<file path="src/rtl/cbr_refresh_pkg.sv">
package cbr_refresh_pkg;
  typedef enum logic [2:0] {
    SQ_IDLE,
    SQ_PALL,
    SQ_PWAIT,
    SQ_CAS,
    SQ_RAS,
    SQ_PRE
  } seq_state_t;
endpackage

</file>
<file path="src/rtl/cbr_interval_timer.sv">
module cbr_interval_timer #(
  parameter int INT_W      = 8,
  parameter int SCALE_LOG2 = 5
) (
  input  logic             clk,
  input  logic             rst_hard,
  input  logic             bank_any,
  input  logic [INT_W-1:0] interval,
  output logic             mem_tick,
  output logic             due
);
  localparam int CNT_W = INT_W + SCALE_LOG2;

  logic             phase;
  logic [CNT_W-1:0] cnt;
  logic [CNT_W:0]   cnt_inc;
  logic [CNT_W:0]   limit;
  logic             run;

  assign run      = bank_any && (|interval);
  assign cnt_inc  = {1'b0, cnt} + {{CNT_W{1'b0}}, 1'b1};
  assign limit    = {1'b0, interval, {SCALE_LOG2{1'b0}}};
  assign mem_tick = phase;
  assign due      = phase && run && (cnt_inc >= limit);

  // only hard reset touches this state: soft resets leave it running
  always_ff @(posedge clk) begin
    if (rst_hard) begin
      phase <= 1'b0;
      cnt   <= '0;
    end else begin
      phase <= ~phase;
      if (phase && run) begin
        if (due) cnt <= '0;
        else     cnt <= cnt_inc[CNT_W-1:0];
      end
    end
  end
endmodule

</file>
<file path="src/rtl/cbr_refresh_seq.sv">
module cbr_refresh_seq
  import cbr_refresh_pkg::*;
#(
  parameter int NBANK = 4,
  parameter int RAS_W = 4,
  parameter int PRE_W = 4
) (
  input  logic             clk,
  input  logic             rst_hard,
  input  logic             rst_soft,
  input  logic             mem_tick,
  input  logic             due,
  input  logic             dis_access,
  input  logic             mc_busy,
  input  logic [NBANK-1:0] bank_en,
  input  logic [RAS_W-1:0] ras_time,
  input  logic [PRE_W-1:0] pre_time,
  output logic [NBANK-1:0] cas_n,
  output logic [NBANK-1:0] ras_n,
  output logic             sd_ras_n,
  output logic             sd_cas_n,
  output logic             ref_active,
  output logic             pre_hold
);
  localparam int TC_W = ((RAS_W > PRE_W) ? RAS_W : PRE_W) + 1;

  seq_state_t      st, st_n;
  logic [TC_W-1:0] tc, tc_n;
  logic [TC_W-1:0] ras_last, pre_last;
  logic            pre_nz;
  logic            pend, first, start;

  logic [NBANK-1:0] cas_d, ras_d;
  logic             sdr_d, sdc_d, act_d, hold_d;

  assign ras_last = TC_W'(ras_time);
  assign pre_last = TC_W'(pre_time) - TC_W'(1);
  assign pre_nz   = |pre_time;

  always_comb begin
    st_n  = st;
    tc_n  = tc;
    start = 1'b0;
    if (mem_tick) begin
      case (st)
        SQ_IDLE: begin
          if (pend && !mc_busy) begin
            start = 1'b1;
            tc_n  = '0;
            st_n  = first ? SQ_PALL : SQ_CAS;
          end
        end
        SQ_PALL: begin
          tc_n = '0;
          st_n = pre_nz ? SQ_PWAIT : SQ_CAS;
        end
        SQ_PWAIT: begin
          if (tc == pre_last) begin
            tc_n = '0;
            st_n = SQ_CAS;
          end else tc_n = tc + TC_W'(1);
        end
        SQ_CAS: begin
          if (tc == TC_W'(1)) begin
            tc_n = '0;
            st_n = SQ_RAS;
          end else tc_n = tc + TC_W'(1);
        end
        SQ_RAS: begin
          if (tc == ras_last) begin
            tc_n = '0;
            st_n = pre_nz ? SQ_PRE : SQ_IDLE;
          end else tc_n = tc + TC_W'(1);
        end
        SQ_PRE: begin
          if (tc == pre_last) begin
            tc_n = '0;
            st_n = SQ_IDLE;
          end else tc_n = tc + TC_W'(1);
        end
        default: begin
          tc_n = '0;
          st_n = SQ_IDLE;
        end
      endcase
    end
  end

  // decode the strobes for the state being entered, so outputs are registered
  always_comb begin
    cas_d  = '1;
    ras_d  = '1;
    sdr_d  = 1'b1;
    sdc_d  = 1'b1;
    act_d  = 1'b0;
    hold_d = 1'b0;
    case (st_n)
      SQ_PALL: begin
        ras_d = ~bank_en;
        sdr_d = 1'b0;
        act_d = 1'b1;
      end
      SQ_PWAIT: act_d = 1'b1;
      SQ_CAS: begin
        cas_d = '0;
        act_d = 1'b1;
      end
      SQ_RAS: begin
        cas_d = '0;
        ras_d = '0;
        act_d = 1'b1;
        if (tc_n == '0) begin
          sdr_d = 1'b0;
          sdc_d = 1'b0;
        end
      end
      SQ_PRE:  hold_d = 1'b1;
      default: ;
    endcase
  end

  always_ff @(posedge clk) begin
    if (rst_hard) begin
      st    <= SQ_IDLE;
      tc    <= '0;
      pend  <= 1'b0;
      first <= 1'b1;
    end else if (rst_soft) begin
      st   <= SQ_IDLE;
      tc   <= '0;
      pend <= 1'b0;
    end else begin
      st   <= st_n;
      tc   <= tc_n;
      pend <= (pend && !start) || due || dis_access;
      if (start) first <= 1'b0;
    end
  end

  for (genvar b = 0; b < NBANK; b++) begin : g_bank
    always_ff @(posedge clk) begin
      if (rst_hard || rst_soft) begin
        cas_n[b] <= 1'b1;
        ras_n[b] <= 1'b1;
      end else begin
        cas_n[b] <= cas_d[b];
        ras_n[b] <= ras_d[b];
      end
    end
  end

  always_ff @(posedge clk) begin
    if (rst_hard || rst_soft) begin
      sd_ras_n   <= 1'b1;
      sd_cas_n   <= 1'b1;
      ref_active <= 1'b0;
      pre_hold   <= 1'b0;
    end else begin
      sd_ras_n   <= sdr_d;
      sd_cas_n   <= sdc_d;
      ref_active <= act_d;
      pre_hold   <= hold_d;
    end
  end
endmodule

</file>
<file path="src/rtl/cbr_refresh_ctrl.sv">
module cbr_refresh_ctrl #(
  parameter int NBANK = 4,
  parameter int INT_W = 8,
  parameter int RAS_W = 4,
  parameter int PRE_W = 4
) (
  input  logic             clk,
  input  logic             rst_hard,
  input  logic             rst_soft,
  input  logic [NBANK-1:0] bank_en,
  input  logic [INT_W-1:0] ref_interval,
  input  logic [RAS_W-1:0] ras_time,
  input  logic [PRE_W-1:0] pre_time,
  input  logic             mc_busy,
  input  logic             dis_access,
  output logic [NBANK-1:0] cas_n,
  output logic [NBANK-1:0] ras_n,
  output logic             sd_ras_n,
  output logic             sd_cas_n,
  output logic             ref_active,
  output logic             pre_hold
);
  logic mem_tick;
  logic due;

  cbr_interval_timer #(
    .INT_W      (INT_W),
    .SCALE_LOG2 (5)
  ) u_timer (
    .clk      (clk),
    .rst_hard (rst_hard),
    .bank_any (|bank_en),
    .interval (ref_interval),
    .mem_tick (mem_tick),
    .due      (due)
  );

  cbr_refresh_seq #(
    .NBANK (NBANK),
    .RAS_W (RAS_W),
    .PRE_W (PRE_W)
  ) u_seq (
    .clk        (clk),
    .rst_hard   (rst_hard),
    .rst_soft   (rst_soft),
    .mem_tick   (mem_tick),
    .due        (due),
    .dis_access (dis_access),
    .mc_busy    (mc_busy),
    .bank_en    (bank_en),
    .ras_time   (ras_time),
    .pre_time   (pre_time),
    .cas_n      (cas_n),
    .ras_n      (ras_n),
    .sd_ras_n   (sd_ras_n),
    .sd_cas_n   (sd_cas_n),
    .ref_active (ref_active),
    .pre_hold   (pre_hold)
  );
endmodule

</file>
<file path="config.mk">
export PLATFORM = sky130hd
export DESIGN_NAME = cbr_refresh_ctrl
export DESIGN_NICKNAME = d
export VERILOG_FILES = /design/src/rtl/cbr_refresh_pkg.sv /design/src/rtl/cbr_interval_timer.sv /design/src/rtl/cbr_refresh_seq.sv /design/src/rtl/cbr_refresh_ctrl.sv
export SDC_FILE = /design/constraint.sdc
export NUM_CORES = 1
export LEC_CHECK = 0
export ABC_AREA = 0
export BUFFER_PORTS_ARGS = -buffer_cell sky130_fd_sc_hd__buf_2
export CAP_MARGIN = 20
export CORE_ASPECT_RATIO = 0.75
export CORE_MARGIN = 10
export CORE_UTILIZATION = 50
export CTS_BUF_LIST = sky130_fd_sc_hd__clkbuf_2 sky130_fd_sc_hd__clkbuf_4 sky130_fd_sc_hd__clkbuf_8
export DETAILED_ROUTE_END_ITERATION = 12
export PLACE_DENSITY = 0.69
export SLEW_MARGIN = 20
export SYNTH_ARGS = -nofsm -noshare
export SYNTH_HDL_FRONTEND = slang
export SYNTH_SLANG_ARGS = --single-unit
</file>
<file path="constraint.sdc">
create_clock -name clk -period 7 [get_ports clk]
set_clock_uncertainty 0.2 [all_clocks]
set_input_delay 0.35 -clock clk [delete_from_list [all_inputs] [get_ports clk]]
set_output_delay 0.35 -clock clk [all_outputs]
set_load 0.01 [all_outputs]
</file>
==> flow_summary.json <==
{
  "required_ps": 6980,
  "period_needed_ps": 3800,
  "vias_per_cell": 5.77,
  "synthCells": 304,
  "num-fill-cells": 425,
  "cts_resized": 0,
  "hold_start": "dis_access",
  "startpoint_type": "register",
  "cts-root-buf": "clkbuf_8",
  "p_leak_nw": 1.00,
  "min_path_type": "input pin to register",
  "dpl.hpwl_um": 4600,
  "async_flop_share_pct": 0,
  "cts-buffers-inserted": 5,
  "cts_tree": "built",
  "antenna_left": 0,
  "drive_gt1_share_pct": 19.3,
  "setup_viol": 0,
  "hold_end": "u_seq.pend",
  "status": "completed",
  "htreeDepth": 2,
  "rr_startpoint": "u_timer.cnt[0]",
  "rows": 21,
  "setup.worst_path.end_class": "register",
  "hold_slack_ps": 102,
  "synth_warnings": 0,
  "dieArea_sq_mm": 0.00802,
  "period_share_pct": 54.4,
  "diodes": 0,
  "grt_pass1_vias": 2035,
  "path_max_fanout": 9,
  "track_usage_pct": 14.6,
  "dpl_cell_area_sq_mm": 0.00257,
  "vias": 2238,
  "grt_overflow_total": 0,
  "place.gp.congestion": 0.884,
  "tightest_slew_ps": 742,
  "synth_cell_type_count": 66,
  "reg2reg_slack_ps": 3200,
  "avgSynthCellArea_sq_um": 7.92,
  "multi_input_area_sq_mm": 0.00160,
  "cts_buffer_depth": 2,
  "synth-main-ff-cell": "dfxtp_1",
  "grt_max_degree": 15,
  "final_cell_area_sq_mm": 0.00268,
  "core-area_sq_mm": 0.00455,
  "drt_iter0_drc": 180,
  "drt_pass1_iterations": 5,
  "crit_arrival_ps": 3790,
  "cap_violations": 0,
  "start_util_pct": 53.0,
  "fmax_mhz": 263,
  "port_buffers": 36,
  "powerDensity_mw_per_mm2": 152,
  "ys_ff_latch": 33,
  "grt_pass1_wl_um": 9880,
  "hold_buffers": 0,
  "reg2reg_to": "u_timer.cnt[2]",
  "syn2layout_area_growth_pct": 11.3,
  "syn-num-nets": 343,
  "maxSlewViolCount": 0,
  "post-route-drc-count": 0,
  "crit_type": "register to register",
  "slew_headroom_pct": 49.9,
  "routed_wirelength_um": 5780,
  "ys_seq_area_share_pct": 27.4,
  "path_clk_slew_ps": 70,
  "fp.dieW_um": 100,
  "synth-edff-count": 0,
  "finalSetupTns_ps": 0,
  "peakVddDrop_v": 0.000122,
  "holdPathStages": 3,
  "clkSinkCount": 33,
  "die_h_um": 80.1,
  "syn_area_sq_mm": 0.00241,
  "final-seq-area_sq_um": 661,
  "ios": 37,
  "nets": 370,
  "hold_violations": 0,
  "ff2ff_path_depth": 13,
  "clk_latency_ps": 280,
  "antenna_found_initial": 0,
  "wl_per_cell_um": 14.9,
  "rsz0062_at_grt": "false",
  "cts_setup_buffers": 0
}
[state kept, by name (all words and copies together) (netlist names)]
| signal | cells |
|---|---|
| u_seq.st | 3 |
| u_seq.ref_active | 1 |
| u_timer.cnt | 13 |
| u_seq.cas_n | 1 |
| u_seq.tc | 5 |
| u_seq.pend | 1 |
| u_seq.pre_hold | 1 |
| u_seq.sd_cas_n | 1 |
| u_seq.sd_ras_n | 1 |
| u_seq.first | 1 |
| u_timer.mem_tick | 1 |
| u_seq.ras_n | 4 |
[critical path, cell delays in order (launching register included)]
cell,delay [ps]
dfxtp_1,450
ha_1,270
nand3_1,140
or2_1,350
nor2_4,170
nand3_1,170
or2_2,380
xnor2_1,140
ha_1,190
a41oi_1,270
and2_1,220
a31o_2,230
nand2b_1,200
o311ai_0,300
[power by group]
group          switching, mW  leakage (nW)  internal, mW
Sequential           0.00378         0.267         0.190
Combinational         0.0224         0.684        0.0166
Clock                 0.0710        0.0540         0.103
Total                 0.0972          1.00         0.310
[stage by stage]
| step | instances | power, mW | setup WS, ps | util (%) |
|---|---|---|---|---|
| after CTS | 388 | 0.409 | 3180 | 58.9 |
| after global routing | 388 | 0.421 | 2820 | 58.9 |
| after detailed placement | 381 | 0.236 | 3210 | 56.6 |
| after floorplan | 304 | 0.221 | 3600 | - |
| final | 388 | 0.407 | 3200 | 58.9 |
| after global placement | 381 | 0.236 | 3270 | 56.6 |
[cell type report]
| type | count | share of cell area (%) |
|---|---|---|
| inverters | 17 | 2.38 |
| clock buffers | 5 | 2.57 |
| clock inverters | 2 | 1.31 |
| repair buffers | 36 | 6.73 |
| flip-flops and latches | 33 | 24.7 |
| multi-input cells | 238 | 59.7 |
| well taps | 57 | 2.66 |
[synth_stat cells (4+ instances only)]
cell | instances | area [sq um]
a21o_2 | 4 | 35.0
clkbuf_1 | 7 | 26.3
nor3_1 | 10 | 50.1
and2_1 | 4 | 25.0
a22oi_1 | 4 | 30.0
or2_2 | 4 | 25.0
ha_1 | 14 | 175
buf_2 | 4 | 20.0
xnor2_1 | 13 | 114
o211ai_1 | 5 | 37.5
inv_1 | 17 | 63.8
o21ai_0 | 14 | 70.1
nand2_1 | 30 | 113
xor2_1 | 8 | 70.1
nand3_1 | 10 | 50.1
a21oi_1 | 12 | 60.1
nor2_1 | 30 | 113
a32oi_1 | 5 | 43.8
nand2b_1 | 6 | 37.5
nor2b_1 | 4 | 25.0
dfxtp_1 | 33 | 661
[worst max path at each step]
stage,from,endpoint,depth (start not counted)
after floorplan,u_timer.cnt[0],u_timer.cnt[2],15
final,u_timer.cnt[0],u_timer.cnt[2],13
after CTS,u_timer.cnt[0],u_timer.cnt[2],13
after global placement,u_timer.cnt[0],u_timer.cnt[2],13
after global routing,u_timer.cnt[0],u_timer.cnt[2],13
after detailed placement,u_timer.cnt[0],u_timer.cnt[2],13
[routing by layer]
metal | part of all wire (%) | GRT usage, % | wire (um)
met5 | 0 | 0 | 0
met1 | 54 | 21.9 | 3110
met3 | 11 | 5.73 | 612
met4 | 0.50 | 2.96 | 29
met2 | 35 | 18.5 | 2030
[logic make-up after synthesis]
| kind of cell | Yosys count | share of synthesized area, % |
|---|---|---|
| AOI/OAI and AO/OA | 80 | 25.1 |
| DFF | 33 | 27.4 |
| xor gates and xnor gates | 21 | 7.64 |
| buffers and inverters | 33 | 6.13 |
| and+or+nand+nor | 123 | 26.4 |
| adders and majority gates | 14 | 7.28 |
[cell usage in the layout, fill, tap and decap left out, drive strengths merged, types with 6 or more instances in the layout]
master  instances
nand2b          6
inv            17
buf            36
nand3          10
o21ai          15
a21o            6
nor3           11
ha             14
o211ai          6
nor2           31
a21oi          12
xor2            8
dfxtp          33
xnor2          13
a32oi           6
nand2          30
Note: power is estimated with default switching activity, not from simulation.
